$ cat src/rtl/rs232_pwr_ctl.sv
module rs232_pwr_ctl #(
  parameter int CLK_HZ    = 200_000_000,
  parameter int NRX       = 1,
  parameter int INV_CYC   = (CLK_HZ / 1_000_000) * 30,
  parameter int VAL_CYC   = CLK_HZ / 1_000_000,
  parameter int WAKE_CYC  = (CLK_HZ / 1_000_000) * 100,
  parameter int GRACE_CYC = (CLK_HZ / 1_000_000) * 30
) (
  input  logic           clk,
  input  logic           rst_n,
  input  logic [2*NRX-1:0] lvl_code,
  input  logic           force_on,
  input  logic           force_off_n,
  input  logic           rx_en_n,
  output logic           pump_en,
  output logic           tx_oe,
  output logic           rx_oe,
  output logic           sig_present
);

  localparam int IW   = $clog2(INV_CYC + 1);
  localparam int VW   = $clog2(VAL_CYC + 1);
  localparam int TMAX = (WAKE_CYC > GRACE_CYC) ? WAKE_CYC : GRACE_CYC;
  localparam int TW   = $clog2(TMAX + 1);

  typedef enum logic [1:0] {S_OFF, S_WAKE, S_GRACE, S_ON} pstate_t;

  logic [1:0] fo_sh, fon_sh, rxe_sh;
  logic       fo_s, fon_s, fo_d, fo_rise;

  always_ff @(posedge clk or negedge rst_n) begin
    if (!rst_n) begin
      fo_sh  <= 2'b00;
      fon_sh <= 2'b00;
      rxe_sh <= 2'b11;
      fo_d   <= 1'b0;
    end else begin
      fo_sh  <= {fo_sh[0], force_off_n};
      fon_sh <= {fon_sh[0], force_on};
      rxe_sh <= {rxe_sh[0], rx_en_n};
      fo_d   <= fo_s;
    end
  end

  assign fo_s    = fo_sh[1];
  assign fon_s   = fon_sh[1];
  assign fo_rise = fo_s & ~fo_d;
  assign rx_oe   = ~rxe_sh[1];

  logic [NRX-1:0] is_val, is_inv;
  logic           any_val, all_inv;

  for (genvar g = 0; g < NRX; g++) begin : g_rx
    assign is_val[g] = (lvl_code[2*g +: 2] == 2'b01);
    assign is_inv[g] = (lvl_code[2*g +: 2] == 2'b10);
  end

  assign any_val = |is_val;
  assign all_inv = &is_inv;

  logic [IW-1:0] icnt;
  logic [VW-1:0] vcnt;
  logic          sig_q;

  always_ff @(posedge clk or negedge rst_n) begin
    if (!rst_n) begin
      icnt  <= IW'(INV_CYC);
      vcnt  <= '0;
      sig_q <= 1'b0;
    end else if (any_val) begin
      icnt <= '0;
      if (vcnt != VW'(VAL_CYC)) vcnt <= vcnt + 1'b1;
      if (vcnt >= VW'(VAL_CYC - 1)) sig_q <= 1'b1;
    end else begin
      vcnt <= '0;
      if (all_inv) begin
        if (icnt != IW'(INV_CYC)) icnt <= icnt + 1'b1;
        if (icnt >= IW'(INV_CYC - 1)) sig_q <= 1'b0;
      end
    end
  end

  assign sig_present = sig_q;

  pstate_t       st;
  logic [TW-1:0] tcnt;

  always_ff @(posedge clk or negedge rst_n) begin
    if (!rst_n) begin
      st   <= S_OFF;
      tcnt <= '0;
    end else if (!fo_s) begin
      st   <= S_OFF;
      tcnt <= '0;
    end else begin
      case (st)
        S_OFF: begin
          if (fon_s || sig_q || fo_rise) begin
            st   <= S_WAKE;
            tcnt <= '0;
          end
        end
        S_WAKE: begin
          if (tcnt == TW'(WAKE_CYC - 1)) begin
            st   <= fon_s ? S_ON : S_GRACE;
            tcnt <= '0;
          end else begin
            tcnt <= tcnt + 1'b1;
          end
        end
        S_GRACE: begin
          if (fon_s || sig_q) begin
            st <= S_ON;
          end else if (tcnt == TW'(GRACE_CYC - 1)) begin
            st   <= S_OFF;
            tcnt <= '0;
          end else begin
            tcnt <= tcnt + 1'b1;
          end
        end
        default: begin
          if (!fon_s && !sig_q) st <= S_OFF;
        end
      endcase
    end
  end

  assign pump_en = (st != S_OFF);
  assign tx_oe   = (st == S_GRACE) || (st == S_ON);

endmodule

$ cat config.mk
export PLATFORM = sky130hd
export DESIGN_NAME = rs232_pwr_ctl
export DESIGN_NICKNAME = d
export VERILOG_FILES = /design/src/rtl/rs232_pwr_ctl.sv
export SDC_FILE = /design/constraint.sdc
export NUM_CORES = 1
export LEC_CHECK = 0
export ABC_AREA = 1
export BUFFER_PORTS_ARGS = -buffer_cell sky130_fd_sc_hd__buf_2
export CAP_MARGIN = 20
export CORE_ASPECT_RATIO = 1.1
export CORE_UTILIZATION = 45
export CTS_BUF_LIST = sky130_fd_sc_hd__clkbuf_8
export DETAILED_ROUTE_END_ITERATION = 8
export PLACE_DENSITY = 0.73
export SLEW_MARGIN = 20
export SYNTH_ARGS = -nofsm -noshare
export SYNTH_HDL_FRONTEND = slang
export SYNTH_SLANG_ARGS = --single-unit
$ cat constraint.sdc
create_clock -name clk -period 1.7 [get_ports clk]
set_clock_uncertainty 0.15 [all_clocks]
set_input_delay 0.34 -clock clk [delete_from_list [all_inputs] [get_ports clk]]
set_output_delay 0.34 -clock clk [all_outputs]
set_load 0.02 [all_outputs]
### Yosys cells after proc, flatten, opt, wreduce, memory -nomap -nowiden

Index checks and enable logic that the tools add are counted.

* flip-flop bits (word level): 46
* input port bits: 7
* output and inout port bits: 4
* logic and storage cells: 72

* add/sub/neg operators: 3
* order comparisons: 2
* equal/unequal tests: 17
* multiplexer cells: 23
* bitwise operators: 3
* reduce and logical (&&, ||, !) cells: 15

Operators with widths (number)
* 15-bit two-way mux: 5
* 15-bit one-hot mux with 3 select lines: 1
* 13-bit two-way mux: 3
* 8-bit two-way mux: 2
* 15-bit by 1-bit adder with 15-bit output, second input constant: 1
* 15-bit by 13-bit equality test with 1-bit output, second input constant: 1
* 15-bit equality test, second input constant: 1
* 13-bit by 1-bit adder with 13-bit output, second input constant: 1
* 13-bit greater-or-equal comparator, second input constant: 1
* 13-bit != test, second input constant: 1
* 2-bit two-way mux: 6
* 3-bit != test, second input constant: 3
* 8-bit by 1-bit adder with 8-bit output, second input constant: 1
* 8-bit greater-or-equal comparator, second input constant: 1
* 8-bit != test, second input constant: 1
* 2-bit nonzero test: 4
* 2-bit equality test, second input constant: 3
* 2-bit one-hot mux with 3 select lines: 1
* 3-bit AND reduction: 2
* 1-bit two-way mux: 5
* 5-bit by 1-bit != test with 1-bit output, second input constant: 1
* 2-bit by 1-bit equality test with 1-bit output, second input constant: 2
* 2-bit by 1-bit != test with 1-bit output, second input constant: 2
* 4-bit by 1-bit != test with 1-bit output, second input constant: 1
* 9 further kinds: 13

### Logic depth before layout (Yosys ltp)

* word-level depth: 6
* mapped depth: 11
* depth with buffers taken out: 10

### Least setup slack after synthesis

Ideal clock, no wire load.

* path kind: flip-flop to flip-flop
* start: reg st[0]
* end: reg tcnt[10]
* setup time: 123 ps
* arrival time: 1454 ps
* required time: 1427 ps
* path slack: -27 ps
* cell stages (with the launch flop): 11
* path buffers: 1
* period minus slack after synthesis: 1727 ps
* path through: dfrtp_1 > inv_1 > ha_1 > inv_1 > nand4_1 > nand2_1 > nor2_4 > buf_4 > nand3_1 > nand2_1 > a21oi_2

* word-level cells in the longest chain between the ends: 3
* elaborated cells on any way between the ends: 9
* classes of those cells: eq/ne (5); mux (2); reduce/logical (2)

Ends and longest elaborated chain
* from (decl): line 85 `pstate_t st;`
* from (signal assigned): line 105 `st <= fon_s ? S_ON : S_GRACE;`
* 2-bit equality test (tied with other cells): line 96 `case (st)`
* 4-bit by 1-bit != test with 1-bit output (no line) (tied with other cells)
* 3-bit AND reduction (no line) / 15-bit two-way mux (equally long branches)
* to (signal assigned): line 108 `tcnt <= tcnt + 1'b1;`
* to (signal assigned): line 118 `tcnt <= tcnt + 1'b1;`
* to (decl): line 86 `logic [TW-1:0] tcnt;`

Parallel ways exist; a longest one is shown, timed or not.
A chain may end at the register's enable or synchronous reset.

### Final worst setup path

* start: reg st[1]
* end: out tx_oe

* word-level cells in the longest chain between the ends: 2
* elaborated cells on any way between the ends: 3
* classes of those cells: eq/ne (2); reduce/logical (1)

Ends and longest elaborated chain
* 2-bit equality test: line 129 `assign tx_oe = (st == S_GRACE) || (st == S_ON);`
* 1-bit logical OR (*): line 129
* to (decl): line 16 `output logic tx_oe,`

Every way passes the cells marked *; elsewhere a longest branch is shown, timed or not.

==> impl_metrics.env <==
export IMPL_outcome="finished, violations left"
export IMPL_violations="setup timing"
export IMPL_multi_input_area_um2=1660
export IMPL_ant_nets=0
export IMPL_crit_chain="buf_6 > ha_4 > or2_4 > buf_6"
export IMPL_insertion_delay_ns=0.30
export IMPL_r2r_slack_ns=-0.13
export IMPL_io_buffers=10
export IMPL_route_vias_total=2724
export IMPL_peakVddDrop_mv=0.687
export IMPL_yosysSeqAreaShare_pct=40.8
export IMPL_slew_headroom_pct=79.9
export IMPL_nFillCells=537
export IMPL_setup_violations=16
export IMPL_period_share_pct=111
export IMPL_p_leak_nw=1.62
export IMPL_use_met1_pct=25.0
export IMPL_critPathMaxFanout=4
export IMPL_reg2reg_from="st[1]$_DFFE_PN0P_"
export IMPL_cts_buffer_depth=2
export IMPL_final_core_util_pct=59.8
export IMPL_grt_use_total_pct=20.8
export IMPL_die_area_um2=6660
export IMPL_cp_arrival_ns=1.40
export IMPL_rows=30
export IMPL_avgViaCountPerCell=5.27
export IMPL_cts_buffers=5
export IMPL_drc=0
export IMPL_syn_area_per_cell_um2=7.39
export IMPL_grt_pass1_wl_um=11000
export IMPL_critPathLaunchType="register"
export IMPL_min_period_ns=1.89
export IMPL_drt_iter0_drc=131
export IMPL_htreeDepth=2
export IMPL_r2r_cells=10
export IMPL_seq_area_um2=1160
export IMPL_total_power_mw=3.62
export IMPL_rsz0062_at_grt="true"
export IMPL_top_usage_layer="met2"
export IMPL_hp_class="register to register"
export IMPL_wl_per_cell_um=13.6
export IMPL_antenna_found_initial=0
export IMPL_min_from="fo_sh[0]$_DFF_PN0_"
export IMPL_fin_setup_tns_ns=-1.64
export IMPL_start_util_pct=46.3
export IMPL_cp_slowest_stage_delay_ns=0.45
export IMPL_path_clk_slew_ns=0.08
export IMPL_drv_cap=0
export IMPL_grt_util_met2_pct=36.4
export IMPL_powerDensity_nw_per_um2=983
export IMPL_core_um2=6160
export IMPL_r2r_end="tcnt[11]$_DFFE_PN0P_"
export IMPL_crit_slowest_cell="dfrtp_2"
export IMPL_hold_violations=0
export IMPL_drt_wl_total_um=7050
export IMPL_grt_max_degree=28
export IMPL_timing_final_ws_setup_ns=-0.190
export IMPL_drive_above_1_share_pct=30.0
export IMPL_cp_required_ns=1.21
export IMPL_hold_end="fo_sh[1]$_DFF_PN0_"
export IMPL_synth_seq_cells=46
export IMPL_crit_type="register to output port"
export IMPL_end_kind="output port"
export IMPL_hold_depth=0
export IMPL_cts_sink_count=46
export IMPL_synth_cell_area_um2=2850
export IMPL_die_h_um=85.5
export IMPL_dr_pass1_iters=4
export IMPL_hold_ws_ns=0.204
export IMPL_cts_root_buf="clkbuf_8"
export IMPL_cp_common_cell="buf_6"
export IMPL_ios=11
export IMPL_cts_tree="yes"
export IMPL_area_growth_pct=29.2
export IMPL_worst_pin_slew_ns=0.301
export IMPL_dp_hpwl_um=4690
export IMPL_routabilityCongestion=0.849
export IMPL_syn_inst=386
export IMPL_die_x_um=77.9
export IMPL_report_final_slew_viol_count=0
export IMPL_max_freq_mhz=529
export IMPL_n_antenna_cell=0
export IMPL_synth_cell_types=30
export IMPL_fin_nets=453
export IMPL_syn_num_nets=403
export IMPL_grt_pass1_vias=2587
export IMPL_use_met3_pct=4.15
export IMPL_synth_warnings=0
export IMPL_gr_total_overflow=0
## where the power goes
part | switching (mW) | total (mW) | leakage, nW | internal, mW
Sequential | 0.0838 | 1.26 | 0.584 | 1.18
Combinational | 0.838 | 1.54 | 0.981 | 0.701
Clock | 0.383 | 0.820 | 0.0504 | 0.437
## flip-flops by register name, indices dropped and copies added (netlist names)
signal / cells
vcnt: 8
sig_present: 1
rxe_sh: 2
fo_sh: 2
tcnt: 15
icnt: 13
fon_sh: 2
fo_d: 1
st: 2
## layer usage
layer  vias up  wire length, um
met5         -                0
met4         0              122
met3        19              189
met2        59             3770
met1      1291             2970
li1       1355                -
## metrics by stage
stage               instance area [um2]  instances  setup slack, ns
floorplan                          2850        386           0.0196
global placement                   3150        492           0.0278
detailed placement                 3150        492          -0.0607
CTS                                3370        507           -0.151
global route                       3680        517           -0.234
finish                             3680        517           -0.190
## Yosys cell counts (all sizes together)
| library cell | number | share of area, % |
|---|---|---|
| xor2 | 6 | 1.8 |
| dfstp | 9 | 8.3 |
| nor3b | 1 | 0.26 |
| nand3 | 38 | 6.8 |
| a311oi | 1 | 0.31 |
| clkbuf | 2 | 0.26 |
| nor3 | 12 | 2.3 |
| o21bai | 2 | 0.53 |
| a211oi | 3 | 0.79 |
| o21ai | 17 | 3.0 |
| o31ai | 2 | 0.53 |
| or2 | 1 | 0.22 |
| dfrtp | 37 | 32 |
| nand4 | 16 | 3.5 |
| inv | 48 | 6.3 |
| nand2 | 108 | 15 |
| buf | 5 | 1.6 |
| ha | 10 | 4.4 |
| nor2 | 48 | 7.5 |
| a21oi | 20 | 4.6 |
## worst max path at each step
stage | startpoint | to | slack, ns | cells after the start
global route | st[1]$_DFFE_PN0P_ | tx_oe | -0.23 | 4
finish | st[1]$_DFFE_PN0P_ | tx_oe | -0.19 | 4
floorplan | st[0]$_DFFE_PN0P_ | tcnt[10]$_DFFE_PN0P_ | 0.02 | 10
detailed placement | st[0]$_DFFE_PN0P_ | tcnt[13]$_DFFE_PN0P_ | -0.06 | 11
global placement | tcnt[1]$_DFFE_PN0P_ | tcnt[12]$_DFFE_PN0P_ | 0.03 | 9
CTS | st[1]$_DFFE_PN0P_ | tx_oe | -0.15 | 4
## timing repair
item / CTS / global route
setup endpoints to repair: 12 / 27
resized for setup: 13 / 59
gates cloned: 0 / 3
setup buffers: 3 / 7
hold buffers: 4 / 0
hold endpoints to repair: 34 / 0
pin swaps: 0 / 20
## worst max-delay path: cells and delay by family (launching register included)
kind | cells | cell delay, ns
adders and majority gates | 1 | 0.16
buffers and inverters | 2 | 0.26
DFF | 1 | 0.45
and+or+nand+nor | 1 | 0.24
## logic make-up (layout without fill, tap and decap cells)
group	count (synthesis)	count (layout)	synth area share (%)
AND/OR/NAND/NOR	224	224	35.1
buffers and inverters	55	106	8.16
flip-flops	46	46	40.8
AO/OA/AOI/OAI	45	45	9.70
adder cells (fa/ha/maj)	10	10	4.39
XOR/XNOR	6	6	1.84
## layout by cell type, fill, tap and decap left out, types with 12 or more instances in the layout
cell type	count
a21oi_2	12
dfrtp_1	36
inv_1	39
nand4_1	16
buf_4	25
nand2_2	15
nand2_1	89
nor2_1	38
nand3_1	32
## cell type report
cell class                 instances  area share, %
clock buffer                       5           1.87
clock inverter                     3           1.22
inverter                          48           5.16
multi-input combinational        285           45.1
sequential                        46           31.6
tap                               80           2.72
timing repair buffer              50           12.3
Power figures use the tool's default switching activity.
